`src/rtl/slp_rail_pkg.sv`:
```
package slp_rail_pkg;

  typedef enum logic [2:0] {
    ST_IDLE  = 3'd0,
    ST_RAM   = 3'd1,
    ST_TSOFT = 3'd2,
    ST_RUN   = 3'd3,
    ST_DTRK  = 3'd4,
    ST_DNTRK = 3'd5
  } seq_state_e;

  typedef struct packed {
    logic main_en;
    logic ref_en;
    logic term_en;
    logic term_hiz;
    logic trk_dis;
    logic ntrk_dis;
    logic ilim_hi;
  } rail_ctl_t;

  function automatic rail_ctl_t ctl_of(seq_state_e s);
    rail_ctl_t c;
    c = '0;
    case (s)
      ST_RAM:   begin c.main_en = 1'b1; c.ref_en = 1'b1; c.term_hiz = 1'b1; end
      ST_TSOFT: begin c.main_en = 1'b1; c.ref_en = 1'b1; c.term_en = 1'b1; c.ilim_hi = 1'b1; end
      ST_RUN:   begin c.main_en = 1'b1; c.ref_en = 1'b1; c.term_en = 1'b1; end
      ST_DTRK:  c.trk_dis = 1'b1;
      ST_DNTRK: c.ntrk_dis = 1'b1;
      default:  c = '0;
    endcase
    return c;
  endfunction

endpackage

```
`src/rtl/slp_in_cond.sv`:
```
module slp_in_cond #(
  parameter int DEB_CYCLES = 16
) (
  input  logic clk,
  input  logic rst,
  input  logic d_in,
  output logic q
);

  logic s1, s2;

  always_ff @(posedge clk) begin
    if (rst) begin
      s1 <= 1'b0;
      s2 <= 1'b0;
    end else begin
      s1 <= d_in;
      s2 <= s1;
    end
  end

  generate
    if (DEB_CYCLES == 0) begin : g_bypass
      assign q = s2;
    end else begin : g_deb
      localparam int CW = $clog2(DEB_CYCLES + 1);
      localparam logic [CW-1:0] LAST = CW'(DEB_CYCLES - 1);
      logic [CW-1:0] cnt;
      logic          stable;

      always_ff @(posedge clk) begin
        if (rst) begin
          stable <= 1'b0;
          cnt    <= '0;
        end else if (s2 == stable) begin
          cnt <= '0;
        end else if (cnt == LAST) begin
          stable <= s2;
          cnt    <= '0;
        end else begin
          cnt <= cnt + 1'b1;
        end
      end

      assign q = stable;

      AST_DEB_FOLLOWS_SYNC: assert property (@(posedge clk) disable iff (rst)
        !$stable(stable) |-> $past(s2) == stable);
    end
  endgenerate

endmodule

```
`src/rtl/slp_seq.sv`:
```
module slp_seq
  import slp_rail_pkg::*;
#(
  parameter int SS_CYCLES = 2000
) (
  input  logic       clk,
  input  logic       rst,
  input  logic       s3,
  input  logic       s5,
  input  logic       por,
  input  logic       mlow,
  output seq_state_e nxt
);

  localparam int SW = $clog2(SS_CYCLES + 1);
  localparam logic [SW-1:0] SS_LAST = SW'(SS_CYCLES - 1);

  seq_state_e    cur;
  logic [SW-1:0] ss_cnt;
  seq_state_e    wake_st;

  always_comb wake_st = s3 ? ST_TSOFT : ST_RAM;

  always_comb begin
    nxt = cur;
    if (!por) begin
      nxt = ST_IDLE;
    end else begin
      case (cur)
        ST_IDLE:  nxt = s5 ? wake_st : ST_DTRK;
        ST_RAM:   if (!s5) nxt = ST_DTRK; else if (s3) nxt = ST_TSOFT;
        ST_TSOFT: begin
          if (!s5)                  nxt = ST_DTRK;
          else if (!s3)             nxt = ST_RAM;
          else if (ss_cnt == SS_LAST) nxt = ST_RUN;
        end
        ST_RUN:   if (!s5) nxt = ST_DTRK; else if (!s3) nxt = ST_RAM;
        ST_DTRK:  if (s5) nxt = wake_st; else if (mlow) nxt = ST_DNTRK;
        ST_DNTRK: if (s5) nxt = wake_st;
        default:  nxt = ST_IDLE;
      endcase
    end
  end

  always_ff @(posedge clk) begin
    if (rst) begin
      cur    <= ST_IDLE;
      ss_cnt <= '0;
    end else begin
      cur <= nxt;
      if (cur == ST_TSOFT && nxt == ST_TSOFT) ss_cnt <= ss_cnt + 1'b1;
      else                                    ss_cnt <= '0;
    end
  end

  AST_SS_BOUNDED: assert property (@(posedge clk) disable iff (rst)
    cur == ST_TSOFT |-> ss_cnt <= SS_LAST);
  AST_WAKE_ABORTS_DIS: assert property (@(posedge clk) disable iff (rst)
    (cur == ST_DTRK || cur == ST_DNTRK) && s5 && por |=> cur == ST_RAM || cur == ST_TSOFT);

endmodule

```
`src/rtl/slp_out_reg.sv`:
```
module slp_out_reg
  import slp_rail_pkg::*;
(
  input  logic       clk,
  input  logic       rst,
  input  seq_state_e nxt,
  output rail_ctl_t  ctl
);

  always_ff @(posedge clk) begin
    if (rst) ctl <= '0;
    else     ctl <= ctl_of(nxt);
  end

endmodule

```
`src/rtl/slp_rail_ctrl.sv`:
```
module slp_rail_ctrl
  import slp_rail_pkg::*;
#(
  parameter int DEB_CYCLES = 16,
  parameter int SS_CYCLES  = 2000
) (
  input  logic clk,
  input  logic rst,
  input  logic s3_in,
  input  logic s5_in,
  input  logic por_ok,
  input  logic vmain_low,
  output logic main_en,
  output logic ref_en,
  output logic term_en,
  output logic term_hiz,
  output logic trk_dis_en,
  output logic ntrk_dis_en,
  output logic term_ilim_hi
);

  localparam int NIN = 4;

  logic [NIN-1:0] raw, cond;
  seq_state_e     nxt;
  rail_ctl_t      ctl;

  assign raw = {vmain_low, por_ok, s5_in, s3_in};

  generate
    for (genvar g = 0; g < NIN; g++) begin : g_in
      slp_in_cond #(.DEB_CYCLES(g < 2 ? DEB_CYCLES : 0)) i_cond (
        .clk (clk),
        .rst (rst),
        .d_in(raw[g]),
        .q   (cond[g])
      );
    end
  endgenerate

  slp_seq #(.SS_CYCLES(SS_CYCLES)) i_seq (
    .clk (clk),
    .rst (rst),
    .s3  (cond[0]),
    .s5  (cond[1]),
    .por (cond[2]),
    .mlow(cond[3]),
    .nxt (nxt)
  );

  slp_out_reg i_out (
    .clk(clk),
    .rst(rst),
    .nxt(nxt),
    .ctl(ctl)
  );

  assign main_en      = ctl.main_en;
  assign ref_en       = ctl.ref_en;
  assign term_en      = ctl.term_en;
  assign term_hiz     = ctl.term_hiz;
  assign trk_dis_en   = ctl.trk_dis;
  assign ntrk_dis_en  = ctl.ntrk_dis;
  assign term_ilim_hi = ctl.ilim_hi;

  AST_TERM_NEEDS_MAIN: assert property (@(posedge clk) disable iff (rst)
    term_en |-> main_en);
  AST_HIZ_EXCL: assert property (@(posedge clk) disable iff (rst)
    $countones({term_en, term_hiz}) <= 1);
  AST_DIS_EXCL: assert property (@(posedge clk) disable iff (rst)
    $onehot0({trk_dis_en, ntrk_dis_en}));
  AST_POR_GATES: assert property (@(posedge clk) disable iff (rst)
    !cond[2] |=> ctl == '0);
  AST_S5_LOW_OFF: assert property (@(posedge clk) disable iff (rst)
    !cond[1] |=> !main_en && !term_en);
  AST_NTRK_HOLDS: assert property (@(posedge clk) disable iff (rst)
    ntrk_dis_en && !cond[1] && cond[2] |=> ntrk_dis_en);
  AST_ILIM_WITH_TERM: assert property (@(posedge clk) disable iff (rst)
    term_ilim_hi |-> term_en);

endmodule

```
`config.mk`:
```
export PLATFORM = sky130hd
export DESIGN_NAME = slp_rail_ctrl
export DESIGN_NICKNAME = d
export VERILOG_FILES = /design/src/rtl/slp_rail_pkg.sv /design/src/rtl/slp_in_cond.sv /design/src/rtl/slp_seq.sv /design/src/rtl/slp_out_reg.sv /design/src/rtl/slp_rail_ctrl.sv
export SDC_FILE = /design/constraint.sdc
export NUM_CORES = 1
export LEC_CHECK = 0
export BUFFER_PORTS_ARGS = -buffer_cell sky130_fd_sc_hd__buf_2
export CORE_ASPECT_RATIO = 1.4
export CORE_MARGIN = 5
export CORE_UTILIZATION = 50
export DETAILED_ROUTE_END_ITERATION = 10
export GPL_TIMING_DRIVEN = 0
export PLACE_DENSITY_LB_ADDON = 0.12
export SKIP_CTS_REPAIR_TIMING = 1
export SLEW_MARGIN = 20
export SYNTH_ARGS = -nofsm -noshare
export SYNTH_HDL_FRONTEND = slang
export SYNTH_SLANG_ARGS = --single-unit
```
`constraint.sdc`:
```
create_clock -name clk -period 2.6 [get_ports clk]
set_input_delay 0.13 -clock clk [delete_from_list [all_inputs] [get_ports clk]]
set_output_delay 0.13 -clock clk [all_outputs]
set_load 0.05 [all_outputs]
```
==> results.sh <==
export IMPL_status="finished clean"
export IMPL_io_pins=13
export IMPL_hold_path_class="input port to register"
export IMPL_hp_start="s5_in"
export IMPL_synth_yosys_warnings=0
export IMPL_syn_area_um2=1550
export IMPL_synthArstFlopShare_pct=0
export IMPL_cp_slowest_cell="dfxtp_1"
export IMPL_synth_edf_count=0
export IMPL_maxSlewViolCount=0
export IMPL_synth_fp_nets=163
export IMPL_regArea_um2=801
export IMPL_fin_crit_sh_pct=62.1
export IMPL_diodes=0
export IMPL_synth_cells=152
export IMPL_yosysSeqAreaShare_pct=51.7
export IMPL_drc=0
export IMPL_tightest_slew_ps=434
export IMPL_max_stage_delay_ps=380
export IMPL_cp_max_fo=5
export IMPL_cts_root_buf="clkbuf_8"
export IMPL_grt_start_max_net_pins=13
export IMPL_yosys_area_top_type="dfxtp_1"
export IMPL_netlist_top_cells_area="dfxtp_1 52%, xnor2_1 4.5%, nor2_1 4.4%, ha_1 4.0%, xor2_1 4.0%"
export IMPL_antenna_found_initial=0
export IMPL_yosysMostFrequentCell="dfxtp_1"
export IMPL_finalCriticalPeriod_ps=1610
export IMPL_vias=1035
export IMPL_worstPathRequired_ps=2800
export IMPL_ys_seq_elements=40
export IMPL_die_w_um=57.0
export IMPL_clkTransAtPathRegs_ps=70
export IMPL_placed_area_um2=1660
export IMPL_viasPerCell=4.91
export IMPL_gp_congestion=0.791
export IMPL_clock_skew_ps=9.12
export IMPL_wl_um=2380
export IMPL_drtPass1Iterations=4
export IMPL_multi_input_area_um2=676
export IMPL_synth_top_area_share_pct=51.7
export IMPL_cts_sinks=40
export IMPL_cts_buffer_depth=2
export IMPL_grt_ovfl_total=0
export IMPL_fmax_ghz=0.619
export IMPL_fillCellCount=284
export IMPL_finalSetupViolCount=0
export IMPL_whs_endpoint="g_in[1].i_cond.s1$_SDFF_PP0_"
export IMPL_r2r_slack_ps=990
export IMPL_fin_nets=182
export IMPL_maxCapViolCount=0
export IMPL_start_util_pct=50.5
export IMPL_cts_tree="yes"
export IMPL_dpl_hpwl_um=1740
export IMPL_r2r_end="i_out.ctl[6]$_SDFF_PP0_"
export IMPL_rsz0062_at_grt="false"
export IMPL_drive_above_1_share_pct=23.3
export IMPL_coreArea_um2=3060
export IMPL_hold_viol_final=0
export IMPL_postRouteAntennaNets=0
export IMPL_numPortBuffers=12
export IMPL_numCtsBuffers=5
export IMPL_tns_ps=0
export IMPL_worst_ep_arrival_time_ps=1810
export IMPL_yosys_most_used_dff="dfxtp_1"
export IMPL_wl_per_cell_um=11.3
export IMPL_clk_latency_ps=290
export IMPL_peakVddDrop_uv=454
export IMPL_path_cells="ha_1 > nand3_1 > nor4_4 > a211oi_2 > o41ai_2"
export IMPL_path_class="register to register"
export IMPL_dieArea_um2=4320
export IMPL_holdPathStages=2
export IMPL_p_leak_nw=0.692
export IMPL_pwr_density_cell_nw_per_um2=637
export IMPL_h_tree_depth=2
export IMPL_avgSynthCellArea_um2=10.2
export IMPL_first_global_vias=1051
export IMPL_critPathLaunchType="register"
export IMPL_r2r_start="i_seq.ss_cnt[0]$_SDFF_PP0_"
export IMPL_grtUsageTotal_pct=13.3
export IMPL_yosys_top_cells_count="40 x dfxtp_1, 18 x nor2_1, 10 x inv_1"
export IMPL_rows=24
export IMPL_grt_pass1_wl_um=4330
export IMPL_yosysUniqueCellTypes=36
export IMPL_stdcell_area_um2=1760
export IMPL_reg2regPathDepth=5
export IMPL_crit_path_end_kind="register"
export IMPL_area_growth_pct=14.0
export IMPL_first_iter_violations=19
export IMPL_die_h_um=75.8
export IMPL_slew_headroom_pct=71.0
-- critical path, delay by kind of cell, from the launching register on --
kind,cells,cell delay (ps)
AOI/OAI and AO/OA,2,410
adders and majority gates,1,210
DFF,1,380
and+or+nand+nor,2,510
-- worst max path at each step --
stage                                                       from                                     end  slack (ps)  cells after the start
after floorplan           g_in[1].i_cond.g_deb.cnt[0]$_SDFF_PP0_  g_in[1].i_cond.g_deb.cnt[2]$_SDFF_PP0_        1120                      5
after global placement                i_seq.ss_cnt[0]$_SDFF_PP0_                 i_out.ctl[6]$_SDFF_PP0_         990                      5
after detailed placement              i_seq.ss_cnt[0]$_SDFF_PP0_                 i_out.ctl[6]$_SDFF_PP0_         990                      5
after CTS                             i_seq.ss_cnt[0]$_SDFF_PP0_                 i_out.ctl[6]$_SDFF_PP0_         980                      5
after global routing                  i_seq.ss_cnt[0]$_SDFF_PP0_                 i_out.ctl[6]$_SDFF_PP0_         860                      5
final                                 i_seq.ss_cnt[0]$_SDFF_PP0_                 i_out.ctl[6]$_SDFF_PP0_         990                      5
-- flip-flops by register name (all words and copies together) (netlist names) --
register               count
i_seq.ss_cnt              11
g_in.i_cond.g_deb.cnt     10
i_out.ctl                  6
g_in.i_cond.q              4
g_in.i_cond.s1             4
i_seq.cur                  3
g_in.i_cond.s2             2
-- stage by stage --
stage          hold slack (ps)  utilization (%)  setup WS, ps  total power, mW  std cells
6_report                  47.0             57.6           986             1.12        211
5_1_grt                   42.1             57.6           862             1.18        211
4_1_cts                   31.9             57.6           980             1.15        211
3_5_place_dp               342             54.1           991            0.658        203
3_3_place_gp               338             54.1           994            0.657        203
2_1_floorplan              202                -          1120            0.650        152
-- final cells by class --
type / count / area share (%)
Buffer: 4 / 1.70
Sequential cell: 40 / 45.4
Clock inverter: 2 / 1.99
Timing Repair Buffer: 12 / 3.40
Tap cell: 39 / 2.77
Clock buffer: 6 / 4.11
Multi-Input combinational cell: 97 / 38.3
Inverter: 11 / 2.34
-- cell families (layout without fill, tap and decap cells) --
logic type,Yosys count,after routing,synth area share (%)
simple gates,65,65,23.8
flops,40,40,51.7
xor+xnor,15,15,8.49
buf+inv,15,35,4.61
compound gates,10,10,6.06
fa+ha+maj,5,5,4.04
mux,2,2,1.29
-- power by group --
| group | internal (mW) | total, mW | switching, mW |
|---|---|---|---|
| Sequential | 0.620 | 0.624 | 0.00358 |
| Combinational | 0.00907 | 0.0200 | 0.0110 |
| Clock | 0.284 | 0.481 | 0.196 |
| Total | 0.914 | 1.12 | 0.211 |
-- cell usage in the layout, fill, tap and decap left out, drive strengths merged, types with 2 or more instances in the layout --
cell type	count
nor2	27
clkbuf	7
buf	15
inv	11
nand3	5
xor2	7
and3	3
nor2b	8
a21oi	3
or3	3
nor3	4
dfxtp	40
nor4	2
mux2i	2
nand4	4
ha	5
xnor2	8
nand2	5
-- per-layer routing --
layer	GRT usage [%]	vias up	part of all wire, %
met3	4.58	6	3.9
met1	13.7	474	43
met2	22.9	16	50
met4	9.28	0	2.7
met5	0	-	0
li1	-	539	-
(Power assumes the default switching activity.)
